[config.mk]
export PLATFORM = sky130hd
export DESIGN_NAME = irq_pick
export DESIGN_NICKNAME = d
export VERILOG_FILES = /design/src/rtl/irq_pick_pkg.sv /design/src/rtl/irq_gate_unit.sv /design/src/rtl/irq_lowest_enc.sv /design/src/rtl/irq_pick.sv
export SDC_FILE = /design/constraint.sdc
export NUM_CORES = 1
export LEC_CHECK = 0
export BUFFER_PORTS_ARGS = -buffer_cell sky130_fd_sc_hd__buf_2
export CAP_MARGIN = 20
export CORE_MARGIN = 3
export CORE_UTILIZATION = 32
export DETAILED_ROUTE_END_ITERATION = 10
export PLACE_DENSITY = 0.6
export REMOVE_ABC_BUFFERS = 1
export SYNTH_ARGS = -nofsm -noshare
export SYNTH_HDL_FRONTEND = slang
export SYNTH_SLANG_ARGS = --single-unit
export TNS_END_PERCENT = 5
[constraint.sdc]
create_clock -name clk -period 1.7 [get_ports clk]
set_input_delay 0.255 -clock clk [delete_from_list [all_inputs] [get_ports clk]]
set_output_delay 0.255 -clock clk [all_outputs]
set_load 0.02 [all_outputs]
[src/rtl/irq_pick_pkg.sv]
package irq_pick_pkg;

  typedef enum logic [1:0] {
    PRIV_USER  = 2'd0,
    PRIV_SUPER = 2'd1,
    PRIV_RSVD  = 2'd2,
    PRIV_MACH  = 2'd3
  } priv_e;

  // Reserved encoding folds onto user level.
  function automatic priv_e priv_fold(input logic [1:0] raw);
    priv_e lvl;
    case (raw)
      2'd1:    lvl = PRIV_SUPER;
      2'd3:    lvl = PRIV_MACH;
      default: lvl = PRIV_USER;
    endcase
    return lvl;
  endfunction

endpackage

[src/rtl/irq_gate_unit.sv]
module irq_gate_unit
  import irq_pick_pkg::*;
#(
  parameter int NUM_IRQ = 16
) (
  input  logic [NUM_IRQ-1:0] pend,
  input  logic [NUM_IRQ-1:0] en,
  input  logic [NUM_IRQ-1:0] deleg,
  input  logic [1:0]         priv,
  input  logic               m_gie,
  input  logic               s_gie,
  output logic [NUM_IRQ-1:0] live
);

  priv_e lvl;
  logic  m_open;
  logic  s_open;

  always_comb begin
    lvl    = priv_fold(priv);
    m_open = (lvl != PRIV_MACH) || m_gie;
    s_open = (lvl == PRIV_USER) || ((lvl == PRIV_SUPER) && s_gie);
  end

  for (genvar g = 0; g < NUM_IRQ; g++) begin : g_bit
    always_comb begin
      live[g] = pend[g] & en[g] & (deleg[g] ? s_open : m_open);
    end
  end

endmodule

[src/rtl/irq_lowest_enc.sv]
module irq_lowest_enc #(
  parameter int NUM_IRQ = 16,
  localparam int IDX_W  = (NUM_IRQ > 1) ? $clog2(NUM_IRQ) : 1
) (
  input  logic [NUM_IRQ-1:0] vec,
  output logic               any,
  output logic [IDX_W-1:0]   idx
);

  logic [NUM_IRQ:0]   seen;
  logic [NUM_IRQ-1:0] first;

  assign seen[0] = 1'b0;

  for (genvar g = 0; g < NUM_IRQ; g++) begin : g_chain
    assign first[g]  = vec[g] & ~seen[g];
    assign seen[g+1] = seen[g] | vec[g];
  end

  assign any = seen[NUM_IRQ];

  always_comb begin
    idx = '0;
    for (int i = 0; i < NUM_IRQ; i++) begin
      if (first[i]) idx = idx | IDX_W'(i);
    end
  end

endmodule

[src/rtl/irq_pick.sv]
module irq_pick #(
  parameter int NUM_IRQ  = 16,
  localparam int CAUSE_W = (NUM_IRQ > 1) ? $clog2(NUM_IRQ) : 1
) (
  input  logic               clk,
  input  logic               rst_n,
  input  logic [NUM_IRQ-1:0] pend_i,
  input  logic [NUM_IRQ-1:0] en_i,
  input  logic [NUM_IRQ-1:0] deleg_i,
  input  logic [1:0]         priv_i,
  input  logic               m_gie_i,
  input  logic               s_gie_i,
  output logic               take_o,
  output logic [CAUSE_W-1:0] cause_o
);

  logic [NUM_IRQ-1:0] live;
  logic               any_live;
  logic [CAUSE_W-1:0] win_idx;

  logic               take_d, take_q;
  logic [CAUSE_W-1:0] cause_d, cause_q;
  logic               cause_en;

  irq_gate_unit #(.NUM_IRQ(NUM_IRQ)) u_gate (
    .pend  (pend_i),
    .en    (en_i),
    .deleg (deleg_i),
    .priv  (priv_i),
    .m_gie (m_gie_i),
    .s_gie (s_gie_i),
    .live  (live)
  );

  irq_lowest_enc #(.NUM_IRQ(NUM_IRQ)) u_enc (
    .vec (live),
    .any (any_live),
    .idx (win_idx)
  );

  // Next state
  always_comb begin
    take_d   = any_live;
    cause_d  = any_live ? win_idx : '0;
    cause_en = take_d | take_q;   // cause is already 0 when idle stays idle
  end

  // Registers
  always_ff @(posedge clk or negedge rst_n) begin
    if (!rst_n) begin
      take_q  <= 1'b0;
      cause_q <= '0;
    end else begin
      take_q <= take_d;
      if (cause_en) cause_q <= cause_d;
    end
  end

  assign take_o  = take_q;
  assign cause_o = cause_q;

endmodule

==> metrics <==
leading cell types in the layout, fill and taps excluded 58 x buf_2, 23 x buf_4, 21 x nand2_1; GR Util met1 22.70%; min cycle time layout approximately 1500 ps; Clk Tree Root Cell clkbuf_4; area occupied by registers between 100 and 150 sq um; Multi-input gate area around 800 sq um; maximum root-to-sink buffer count 2; post-synth cell types 41; Worst EP arrival 1650 ps; clock sinks 5; post-DP HPWL 3051 um; largest cells by area after synthesis dfrtp_1 13%, nand2_1 7.9%, nand3_1 7.6%; vias in the first global route 1410; number of max-cap violations 0; Util after Layout 52.46%; drt total wl roughly 3600 um; CP Launch Type primary input; met2 Usage GRT 36.17%; total power between 0.6 and 0.7 mW; Worst Hold Class primary input to asynchronous set/reset pin; status finished, final reports clean; mapped cell area 992.2 sq um; I/O pin total 59; Async SR Flop Fraction between 90% and 100%; setup TNS 0 ps; syn_area_per_cell 7.087 sq um; Worst slew margin 76.91%; critical path required time between 1500 and 2000 ps; drt via density 5.689; initial core utilization between 30% and 40%; max-slew violations 0; PortBufs 58; Final period util about 90%; DR pass1 iterations 4; Cell Count Post-Placement roughly 250; Worst Max-Slew Pin Slew 337.6 ps; grt peak-use layer met2; Routed Antenna Nets 0; die area 3805 sq um; number of synthesized flops with an enable pin 0; CP Class primary input to register; via count between 1000 and 1500; Power Dens Cells 454.4 nW/um^2; layout cells sized above 1 41.26%; CTS tree done; clk slew on worst S/H paths ~40 ps; clk_skew 4.069 ps; # fillers 299; Achievable Freq 654.5 MHz; Critical Path Fanout Max 7; Post-Synthesis Cells 140; chip height 61.69 um; Static Leak 0.7683 nW; final setup violation count 0; most common cell after layout, fill and taps aside buf_2; cell taking the most area after synthesis dfrtp_1; Yosys warning count 0; final hold vios 0; first-pass GRT wire length between 5000 and 6000 um; later-pin clock latency in the skew report 240 ps; DP Area 1460 sq um; die width 61.69 um; Area Growth Syn to Fin 50.82%; Post-CTS Setup Inserts 0; Yosys reg bits 5; Final GP Congestion 0.9625; sequential area share after synthesis 12.61%; per-cell routed wire length about 14 um; Setup crit end kind register; H-tree Lvls 1; RSZ-0062 raised after global routing false; grt ovf 0; CTS buffer count 3; initial antenna violation count 0; met3 Use GR 2.725%; maximum vdd drop 0.1593 mV; residual DRC count 0; Hold WS ~360 ps; largest net degree at the start of global routing 9; worst slack, placed -55.54 ps; Cell Rows 19; post-route worst setup slack about 170 ps; Top FF cell, synth dfrtp_1; Nets around 280; Overall Global Routing Usage between 10% and 20%; Final Non-Filler Cells 254; post-layout instance area between 1000 and 1500 sq um; core area 2853 sq um; 1st-iter DRT viols 69; ANT cells 0; Synth top area share around an eighth
==> metal layers <==
layer	up-vias	part of all wire, %
met4	0	0.11
met5	-	0
met3	2	6.7
met2	63	51
met1	660	43
li1	720	-
==> kinds of logic after synthesis <==
group	synth area share (%)
DFF	12.61
AOI/OAI and AO/OA	40.61
and+or+nand+nor	40.35
buffers and inverters	5.296
muxes	1.135
==> worst paths after layout <==
path / cells after the start / from / to / slack (ps)
worst max-delay path: 7 / priv_i[0] / cause_o[0] / 170
worst max register to register: 2 / take_o / cause_o[0] / 830
worst min register to register: 2 / cause_o[3] / cause_o[3] / 570
worst min-delay path: 2 / rst_n / cause_o[3] / 360
min in group clk: 3 / en_i[15] / cause_o[3] / 390
max in group asynchronous: 2 / rst_n / cause_o[2] / 1200
==> flip-flops by register name (all words and copies together) (netlist names) <==
name and flops:
take_o 1, cause_o 4
==> final cells by class <==
class / count / area share, %
repair buffers: 82 / 31.61
well taps: 31 / 2.592
multi-input cells: 127 / 54.43
inverters: 5 / 1.254
clock buffers: 4 / 1.756
flip-flops and latches: 5 / 8.361
==> repair_timing <==
item | in CTS | in global routing
setup endpoints to repair | 0 | 0
hold buffers | 1 | 0
gates resized for setup | 0 | 0
hold endpoints to repair | 5 | 0
==> cells in the mapped netlist, types with 2 or more instances <==
master,instances
buf_6,3
o22ai_1,4
o2111ai_1,5
a21oi_1,8
and3_2,2
o31a_1,2
a211o_1,2
o21a_1,3
nand3b_1,6
nand3_1,15
dfrtp_1,5
o211ai_1,2
and3b_1,2
nor2_1,6
a31oi_1,2
o21ai_0,7
nand2b_1,5
a211oi_1,5
nand2_1,21
inv_1,5
nand4_1,2
a22oi_1,7
and2_1,2
and3_1,2
==> where the power goes <==
group / leakage [nW] / switching (mW) / internal, mW / total, mW
sequential: 0.0592 / 0.00950 / 0.138 / 0.147
combinational: 0.694 / 0.201 / 0.195 / 0.396
clock: 0.0150 / 0.0479 / 0.0887 / 0.137
total: 0.768 / 0.259 / 0.421 / 0.680
==> critical path, cell delays in order <==
cell	delay, ps
buf_2	140
and2_1	190
a211oi_1	270
a2111oi_1	80
o31a_1	310
o21a_1	170
o31a_1	230
No activity file was read; power rests on OpenSTA's default activity.
